### config.mk
export PLATFORM = sky130hd
export DESIGN_NAME = lnkerr_stats
export DESIGN_NICKNAME = d
export VERILOG_FILES = /design/src/rtl/lnkerr_pkg.sv /design/src/rtl/lnkerr_lane_tally.sv /design/src/rtl/lnkerr_sat_cnt.sv /design/src/rtl/lnkerr_regs.sv /design/src/rtl/lnkerr_stats.sv
export SDC_FILE = /design/constraint.sdc
export NUM_CORES = 1
export LEC_CHECK = 0
export ABC_AREA = 1
export BUFFER_PORTS_ARGS = -buffer_cell sky130_fd_sc_hd__buf_2
export CAP_MARGIN = 20
export CORE_ASPECT_RATIO = 1.4
export CORE_MARGIN = 2
export CORE_UTILIZATION = 35
export DETAILED_ROUTE_END_ITERATION = 7
export HOLD_SLACK_MARGIN = 0.1
export PLACE_DENSITY_LB_ADDON = 0.15
export SLEW_MARGIN = 30
export SYNTH_ARGS = -nofsm -noshare
export SYNTH_HDL_FRONTEND = slang
export SYNTH_SLANG_ARGS = --single-unit
### constraint.sdc
create_clock -name clk -period 5.9 [get_ports clk]
set_input_delay 0.59 -clock clk [delete_from_list [all_inputs] [get_ports clk]]
set_output_delay 0.59 -clock clk [all_outputs]
set_load 0.005 [all_outputs]
### src/rtl/lnkerr_pkg.sv
package lnkerr_pkg;

    localparam int unsigned CTRL_ADDR   = 32'h244;
    localparam int unsigned LANE_BASE   = 32'h308;
    localparam int unsigned LANE_STRIDE = 32'h20;

    localparam int CLR_BIT   = 0;
    localparam int MDISP_BIT = 8;
    localparam int MNIT_BIT  = 9;
    localparam int MUK_BIT   = 10;

    localparam logic [4:0] K28_LOW = 5'b11100;

    typedef struct packed {
        logic mask_uk;
        logic mask_nit;
        logic mask_disp;
        logic clear;
    } ctrl_t;

    typedef struct packed {
        logic disp;
        logic nit;
        logic uk;
    } char_err_t;

    function automatic logic unexpected_k(logic is_k, logic [7:0] ch);
        return is_k && (ch[4:0] != K28_LOW);
    endfunction

    function automatic logic [1:0] weigh(char_err_t e, ctrl_t c);
        return 2'(e.disp & ~c.mask_disp) + 2'(e.nit & ~c.mask_nit) + 2'(e.uk & ~c.mask_uk);
    endfunction

    function automatic logic [31:0] ctrl_to_word(ctrl_t c);
        logic [31:0] w;
        w = '0;
        w[CLR_BIT]   = c.clear;
        w[MDISP_BIT] = c.mask_disp;
        w[MNIT_BIT]  = c.mask_nit;
        w[MUK_BIT]   = c.mask_uk;
        return w;
    endfunction

    function automatic ctrl_t word_to_ctrl(logic [31:0] w);
        ctrl_t c;
        c.clear     = w[CLR_BIT];
        c.mask_disp = w[MDISP_BIT];
        c.mask_nit  = w[MNIT_BIT];
        c.mask_uk   = w[MUK_BIT];
        return c;
    endfunction

endpackage

### src/rtl/lnkerr_lane_tally.sv
module lnkerr_lane_tally
    import lnkerr_pkg::*;
#(
    parameter int BYTES = 4,
    parameter int INC_W = 4
) (
    input  logic [BYTES*8-1:0] ch,
    input  logic [BYTES-1:0]   is_k,
    input  logic [BYTES-1:0]   disp,
    input  logic [BYTES-1:0]   nit,
    input  ctrl_t              ctrl,
    output logic [INC_W-1:0]   inc
);

    char_err_t errs [BYTES];

    for (genvar b = 0; b < BYTES; b++) begin : g_byte
        assign errs[b].disp = disp[b];
        assign errs[b].nit  = nit[b];
        assign errs[b].uk   = unexpected_k(is_k[b], ch[b*8 +: 8]);
    end

    always_comb begin
        inc = '0;
        for (int b = 0; b < BYTES; b++) begin
            inc = inc + INC_W'(weigh(errs[b], ctrl));
        end
    end

endmodule

### src/rtl/lnkerr_sat_cnt.sv
module lnkerr_sat_cnt #(
    parameter int CNT_W = 32,
    parameter int INC_W = 4
) (
    input  logic             clk,
    input  logic             rst,
    input  logic             clr,
    input  logic             hold,
    input  logic [INC_W-1:0] inc,
    output logic [CNT_W-1:0] cnt
);

    logic [CNT_W:0] sum;

    assign sum = {1'b0, cnt} + (CNT_W + 1)'(inc);

    always_ff @(posedge clk) begin
        if (rst || clr) begin
            cnt <= '0;
        end else if (!hold) begin
            cnt <= sum[CNT_W] ? {CNT_W{1'b1}} : sum[CNT_W-1:0];
        end
    end

endmodule

### src/rtl/lnkerr_regs.sv
module lnkerr_regs
    import lnkerr_pkg::*;
#(
    parameter int LANES  = 4,
    parameter int CNT_W  = 32,
    parameter int ADDR_W = 12
) (
    input  logic                   clk,
    input  logic                   rst,
    input  logic                   wr,
    input  logic [ADDR_W-1:0]      addr,
    input  logic [31:0]            wdata,
    input  logic [LANES*CNT_W-1:0] cnt_flat,
    output ctrl_t                  ctrl,
    output logic [31:0]            rdata
);

    always_ff @(posedge clk) begin
        if (rst) begin
            ctrl <= '0;
        end else if (wr && addr == ADDR_W'(CTRL_ADDR)) begin
            ctrl <= word_to_ctrl(wdata);
        end
    end

    always_comb begin
        rdata = '0;
        if (addr == ADDR_W'(CTRL_ADDR)) begin
            rdata = ctrl_to_word(ctrl);
        end
        for (int n = 0; n < LANES; n++) begin
            if (addr == ADDR_W'(LANE_BASE + n * LANE_STRIDE)) begin
                rdata = 32'(cnt_flat[n*CNT_W +: CNT_W]);
            end
        end
    end

endmodule

### src/rtl/lnkerr_stats.sv
module lnkerr_stats
    import lnkerr_pkg::*;
#(
    parameter int LANES  = 4,
    parameter int BYTES  = 4,
    parameter int CNT_W  = 32,
    parameter int ADDR_W = 12
) (
    input  logic                     clk,
    input  logic                     rst,
    input  logic                     lane_cgs,
    input  logic [LANES*BYTES*8-1:0] rx_char,
    input  logic [LANES*BYTES-1:0]   rx_is_k,
    input  logic [LANES*BYTES-1:0]   rx_disp_err,
    input  logic [LANES*BYTES-1:0]   rx_nit_err,
    input  logic                     reg_wr,
    input  logic [ADDR_W-1:0]        reg_addr,
    input  logic [31:0]              reg_wdata,
    output logic [31:0]              reg_rdata
);

    localparam int INC_W = $clog2(3 * BYTES + 1);

    ctrl_t                  ctrl_q;
    logic [LANES*CNT_W-1:0] cnt_flat;

    lnkerr_regs #(
        .LANES (LANES),
        .CNT_W (CNT_W),
        .ADDR_W(ADDR_W)
    ) u_regs (
        .clk     (clk),
        .rst     (rst),
        .wr      (reg_wr),
        .addr    (reg_addr),
        .wdata   (reg_wdata),
        .cnt_flat(cnt_flat),
        .ctrl    (ctrl_q),
        .rdata   (reg_rdata)
    );

    for (genvar n = 0; n < LANES; n++) begin : g_lane
        logic [INC_W-1:0] inc;

        lnkerr_lane_tally #(
            .BYTES(BYTES),
            .INC_W(INC_W)
        ) u_tally (
            .ch  (rx_char[n*BYTES*8 +: BYTES*8]),
            .is_k(rx_is_k[n*BYTES +: BYTES]),
            .disp(rx_disp_err[n*BYTES +: BYTES]),
            .nit (rx_nit_err[n*BYTES +: BYTES]),
            .ctrl(ctrl_q),
            .inc (inc)
        );

        lnkerr_sat_cnt #(
            .CNT_W(CNT_W),
            .INC_W(INC_W)
        ) u_cnt (
            .clk (clk),
            .rst (rst),
            .clr (ctrl_q.clear),
            .hold(lane_cgs),
            .inc (inc),
            .cnt (cnt_flat[n*CNT_W +: CNT_W])
        );
    end

endmodule

======== After elaboration in Yosys (flattened, before gate mapping) ========
Index checks and enable logic that the tools add are counted.
word-level totals
  logic and storage cells ................. 155
  bits in registers ....................... 132
  input bits .............................. 224
  output and inout bits ................... 32
cells by class
  mux-type cells .......................... 9
  $add $sub $neg .......................... 48
  equal/unequal tests ..................... 21
  bitwise operators ....................... 51
  reductions and logical operators ........ 18
operators by type and width
  operator                count
  $mux W32                8
  $add A32 B4 Y33         4
  $and A1 B2 Y2           48
  $ne A5 B5 Y1 const B    16
  $add A2 B2 Y2           32
  $eq A12 B10 Y1 const B  5
  $add A4 B2 Y4           8
  $logic_and A1 B1 Y1     17
  $add A2 B2 Y3           4
  $mux W11                1
  $not A1 Y2              3
  $logic_or A1 B1 Y1      1

======== Longest topological paths before layout ========
  depth after elaboration ................. 9
  gate-level depth with buffers ........... 24
  mapped depth without buffers ............ 24

======== By module ========
From an unflattened synthesis, not the netlist that was laid out.
unflattened totals
  cells, all modules ...................... 1915
  area, all modules ....................... 11700.0 um^2
by module, submodules not included
  module                                     instances  sequential area each (um^2)  area each (um^2)  cells each
  lnkerr_sat_cnt                             4          640.6                        2197.1            345
  lnkerr_regs                                1          80.1                         1397.6            296
  lnkerr_lane_tally (g_lane[0].u_tally ...)  3          0.0                          379.1             60
  lnkerr_lane_tally (g_lane[3].u_tally)      1          0.0                          376.6             59

======== Worst setup path before layout ========
OpenSTA, ideal clock, no wires.
  kind .................................... input-to-reg
  start ................................... input rx_char[108]
  end ..................................... register g_lane[3].u_cnt.cnt[17]
  path buffers ............................ 1
  path slack .............................. 1203 ps
  data required time ...................... 5835 ps
  stages .................................. 21
  arrival ................................. 4632 ps
  setup time .............................. 65 ps
  path through ............................ nand3_1 o311ai_0 fa_1 inv_1 ha_1 inv_1 fa_1 inv_1 fa_1 ha_1 fa_1 ha_1 nand2_1 o21ai_2 nand3_2 nor2_4 nand3_4 buf_6 nand2_1 nor2_1 nor2_1
between the ends
  word-level cells in the longest chain between the ends .. 9
ends and longest elaborated chain
  item                        RTL line                 source
  start: declaration          lnkerr_stats.sv:12       input logic [LANES*BYTES*8-1:0] rx_char,
  $ne A5 B5 Y1                lnkerr_pkg.sv:28         return is_k && (ch[4:0] != K28_LOW);
  $logic_and A1 B1 Y1         lnkerr_pkg.sv:28
  $and A1 B2 Y2               lnkerr_pkg.sv:32         return 2'(e.disp & ~c.mask_disp) + 2'(e.nit & ~c.mask_nit) + 2'(e.uk & ~c.mask_uk);
  $add A2 B2 Y2               lnkerr_pkg.sv:32
  $add A2 B2 Y3               lnkerr_lane_tally.sv:26  inc = inc + INC_W'(weigh(errs[b], ctrl));
  $add A4 B2 Y4 (2 in a row)  lnkerr_lane_tally.sv:26
  $add A32 B4 Y33             lnkerr_sat_cnt.sv:15     assign sum = {1'b0, cnt} + (CNT_W + 1)'(inc);
  $mux W32                    lnkerr_sat_cnt.sv:21     cnt <= sum[CNT_W] ? {CNT_W{1'b1}} : sum[CNT_W-1:0];
  end signal: assignment      lnkerr_sat_cnt.sv:21
  end: declaration            lnkerr_sat_cnt.sv:10     output logic [CNT_W-1:0] cnt
Every way passes these cells.
A chain may end at the register's enable or synchronous reset.

======== Worst setup path after layout ========
  start ................................... register, netlist name u_regs.ctrl[3]
  end ..................................... register g_lane[3].u_cnt.cnt[21]
between the ends
  word-level cells in the longest chain between the ends .. 8
  elaborated cells between the ends (all ways) .. 14
  those cells by class .................... 8 x add/sub; 1 x mux; 5 x bitwise
ends and longest elaborated chain
  item               RTL line
  $not A1 Y2 *       lnkerr_pkg.sv:32
  $and A1 B2 Y2      lnkerr_pkg.sv:32
  $add A2 B2 Y2      lnkerr_pkg.sv:32
  $add A2 B2 Y3      lnkerr_lane_tally.sv:26
  $add A4 B2 Y4      lnkerr_lane_tally.sv:26
  $add A4 B2 Y4 *    lnkerr_lane_tally.sv:26
  $add A32 B4 Y33 *  lnkerr_sat_cnt.sv:15
  $mux W32 *         lnkerr_sat_cnt.sv:21
Every way passes the cells marked *; elsewhere a longest branch is shown, timed or not.

==> metrics.md <==
| Metric | Value |
|---|---|
| Status | `finished clean` |
| Bufs on Longest Clock Path | `2` |
| Routed vias | `12340` |
| Most common cell in the netlist | `sky130_fd_sc_hd__nand2_1` |
| Final instance count without filler cells | `2398` |
| Sw Share | `33.32%` |
| Leading register cell type out of synthesis | `sky130_fd_sc_hd__dfxtp_1` |
| Number of global-route vias before repair | `11890` |
| Number of H-tree branching levels | `4` |
| Count of pins on the block boundary | `256` |
| Die area | `between 30000 and 40000 sq um` |
| Register area | `2643 sq um` |
| Layout fillers | `3445` |
| Port-buffer cells | `179` |
| Nets | `2274` |
| Num Clock Sinks | `approximately 130` |
| CTS buffer count | `17` |
| Register clock-pin slew on the reported worst setup and hold paths | `roughly 0.060 ns` |
| Area post-placement | `12360 sq um` |
| Largest net degree at the start of global routing | `55` |
| DRT iter0 DRCs | `776` |
| Top cell types by occurrence after synthesis | `491 x sky130_fd_sc_hd__nand2_1, 278 x sky130_fd_sc_hd__inv_1, 238 x sky130_fd_sc_hd__nor2_1` |
| Post-route DRC violation count | `0` |
| Area of the multi-input gates | `around 7000 sq um` |
| First-pass iteration count of the detailed router | `6` |
| Highest fanout seen on the critical path | `25` |
| Fraction of the cycle the final worst path needs | `90.00%` |
| Top area cells in the synthesized netlist | `sky130_fd_sc_hd__dfxtp_1 24%, sky130_fd_sc_hd__nand2_1 17%, sky130_fd_sc_hd__inv_1 9.4%` |
| Sequential group share of total power | `between 30% and 40%` |
| Series of cell instances along the critical path | `clkinv_1 > o311ai_0 > fa_1 > inv_1 > ha_1 > inv_1 > fa_1 > inv_1 > fa_1 > ha_1 > fa_1 > ha_1 > nand2_1 > o21ai_2 > nand3_2 > nor2_4 > nand3_4 > nand2_1 > inv_1 > a21oi_1` |
| Post-route core utilization | `41.33%` |
| Static Leakage | `0.005905 uW` |
| Worst Path Required | `about 6.3 ns` |
| Final Cell Area | `around 13000 sq um` |
| Share of the synthesized area in the top cell type | `23.76%` |
| Final wirelength | `between 40 and 50 mm` |
| Total power per unit cell area | `230.2 nW/um^2` |
| Final routed wire length divided by cell count | `17.27 um` |
| Number of hold violations in the final report | `0` |
| Mean number of vias per cell | `between 5 and 6` |
| Combinational share of power | `roughly 29%` |
| Setup violators final | `0` |
| CP Capture Type | `register` |
| Kind of critical path | `register to register` |
| Maximum single-stage delay on the critical path | `0.50 ns` |
| Final weighted congestion of routability-driven global placement | `0.9086` |
| Clock tree from TritonCTS | `built` |
| Die outline width | `154.7 um` |
| Number of flip-flops and latches in the synthesized netlist | `132` |
| Area overhead of the layout relative to synthesis | `16.71%` |
| Crit path launch | `u_regs.ctrl[3]` |
| Max IR drop VDD | `0.1837 mV` |
| Unrepaired setup endpoints after global routing | `false` |
| Post-layout min period | `5.310 ns` |
| Wire length of the first global-routing pass | `about 64 mm` |
| Distinct cell type count after synthesis | `46` |
| Internal power contribution | `about 2000 uW` |
| Class of the tightest hold or removal check | `input port to register` |
| CTS resizes | `0` |
| Number of enable flip-flop cells after synthesis | `0` |
| Transition time at the pin with the least slew margin | `0.9309 ns` |
| Asr flop ratio synth | `0%` |
| Data arrival at the endpoint of the critical path | `5.69 ns` |
| Total overflow reported by the global router | `0` |
| Final-report max-slew violation count | `0` |
| R2r startpoint | `u_regs.ctrl[3]` |
| Cell at the root of the clock tree | `sky130_fd_sc_hd__clkbuf_16` |
| Std-Cell Core Area | `31410 sq um` |
| Half-perimeter wire length after detailed placement | `32.64 mm` |
| Fraction of the yosys area taken by sequential cells | `approximately a quarter` |
| Source-to-sink clock delay at the later pin of the worst-skew pair | `0.45 ns` |
| N_diodes | `0` |
| Global-route total usage across every layer | `25.01%` |
| Leading area contributor after synthesis | `sky130_fd_sc_hd__dfxtp_1` |
| Area of the mapped netlist | `11120 sq um` |
| Post-synth net total | `around 2100` |
| Hold buffer count at cts | `0` |
| Worst Clk Skew | `a little over 0.007 ns` |
| Startpoint type of the worst setup path | `register` |
| Clock power share | `about two fifths` |
| Mean area per synthesized cell | `6.078 sq um` |
| Count of max-cap constraint violations | `0` |
| Yosys warnings | `0` |
| Overall power consumption | `2988 uW` |
| Net switching power | `995.8 uW` |
| Crit path max-delay cell type | `sky130_fd_sc_hd__fa_1` |
| Remaining antenna violation count | `0` |
| Highest clock rate | `188.3 MHz` |
| Initial Util | `a little over a third` |
| DP Cell Count | `2366` |
| Gate count after technology mapping | `~1800` |
| Source of the worst hold timing path | `reg_wdata[8]` |
| Fraction of final layout cells with drive strength greater than 1 | `13.08%` |
| Setup TNS Final | `0 ns` |
| Cell Rows | `77` |
| Height of the die | `214.9 um` |
| Normalized max-slew margin | `37.46%` |
| Antenna violations before repair | `0` |
| Post-CTS setup-driven buffer insertion count | `0` |
power groups by stage:
stage               Combinational [uW]  Clock (uW)  Sequential, uW
floorplan                          631           0             991
global placement                   848           0            1010
detailed placement                 858           0            1010
CTS                                864        1150             993
global route                      1000        1190            1000
finish                             859        1140             992
flip-flops by register name, summed over array words and instances, names as in the netlist:
signal,cells
g_lane.u_cnt.cnt,128
u_regs.ctrl,4
layout make-up:
| cell class | instances | share of cell area (%) |
|---|---|---|
| Timing Repair Buffer | 192 | 7.654 |
| Clock inverter | 9 | 0.9640 |
| Tap cell | 395 | 3.808 |
| Sequential cell | 132 | 20.36 |
| Clock buffer | 23 | 3.759 |
| Inverter | 284 | 8.222 |
| Multi-Input combinational cell | 1363 | 55.23 |
cell usage in the layout (no fill, tap or decap), types with 33 or more instances in the layout:
cell type,n
sky130_fd_sc_hd__inv_1,278
sky130_fd_sc_hd__buf_2,179
sky130_fd_sc_hd__nand3_1,172
sky130_fd_sc_hd__a21oi_1,105
sky130_fd_sc_hd__dfxtp_1,132
sky130_fd_sc_hd__nor2_1,237
sky130_fd_sc_hd__xor2_1,33
sky130_fd_sc_hd__nand4_1,49
sky130_fd_sc_hd__o21ai_0,73
sky130_fd_sc_hd__fa_1,36
sky130_fd_sc_hd__nand2_1,491
cell families after synthesis:
kind of cell               after synthesis  synth area share [%]
AOI/OAI and AO/OA                      236                 11.86
xor gates and xnor gates                39                 3.071
adders and majority gates               60                 9.180
buffers and inverters                  335                 11.95
DFF                                    132                 23.76
muxes                                    1               0.09000
and+or+nand+nor                       1027                 40.09
metrics by stage:
step | setup WS [ns] | hold slack [ns]
6_report | 0.5903 | 0.4254
5_1_grt | 0.2258 | 0.4464
4_1_cts | 0.5722 | 0.4119
3_5_place_dp | 0.3179 | 0.4913
3_3_place_gp | 0.3658 | 0.4867
2_1_floorplan | 1.203 | 0.4713
metal layers:
metal / wire (um) / GRT usage [%] / vias up / share of wire [%]
li1: - / - / 6203 / -
met1: 16640 / 28.26 / 5607 / 40
met2: 20290 / 44.57 / 427 / 49
met3: 2126 / 3.186 / 98 / 5.1
met4: 2374 / 15.00 / 0 / 5.7
met5: 0 / 0 / - / 0
worst max-delay path: cells and delay by family (launching register included):
family | cells | cell delay, ns
and+or+nand+nor | 5 | 1.04
DFF | 1 | 0.31
buffers and inverters | 5 | 0.54
AOI/OAI and AO/OA | 3 | 0.68
adders and majority gates | 7 | 2.67
worst paths after layout:
check,to,slack (ns),cells after the start
worst max register to register,g_lane[3].u_cnt.cnt[21],0.59,20
worst max-delay path,g_lane[3].u_cnt.cnt[21],0.59,20
worst min register to register,g_lane[1].u_cnt.cnt[30],0.50,2
worst min-delay path,u_regs.ctrl[1],0.43,3
(Power assumes the default switching activity.)
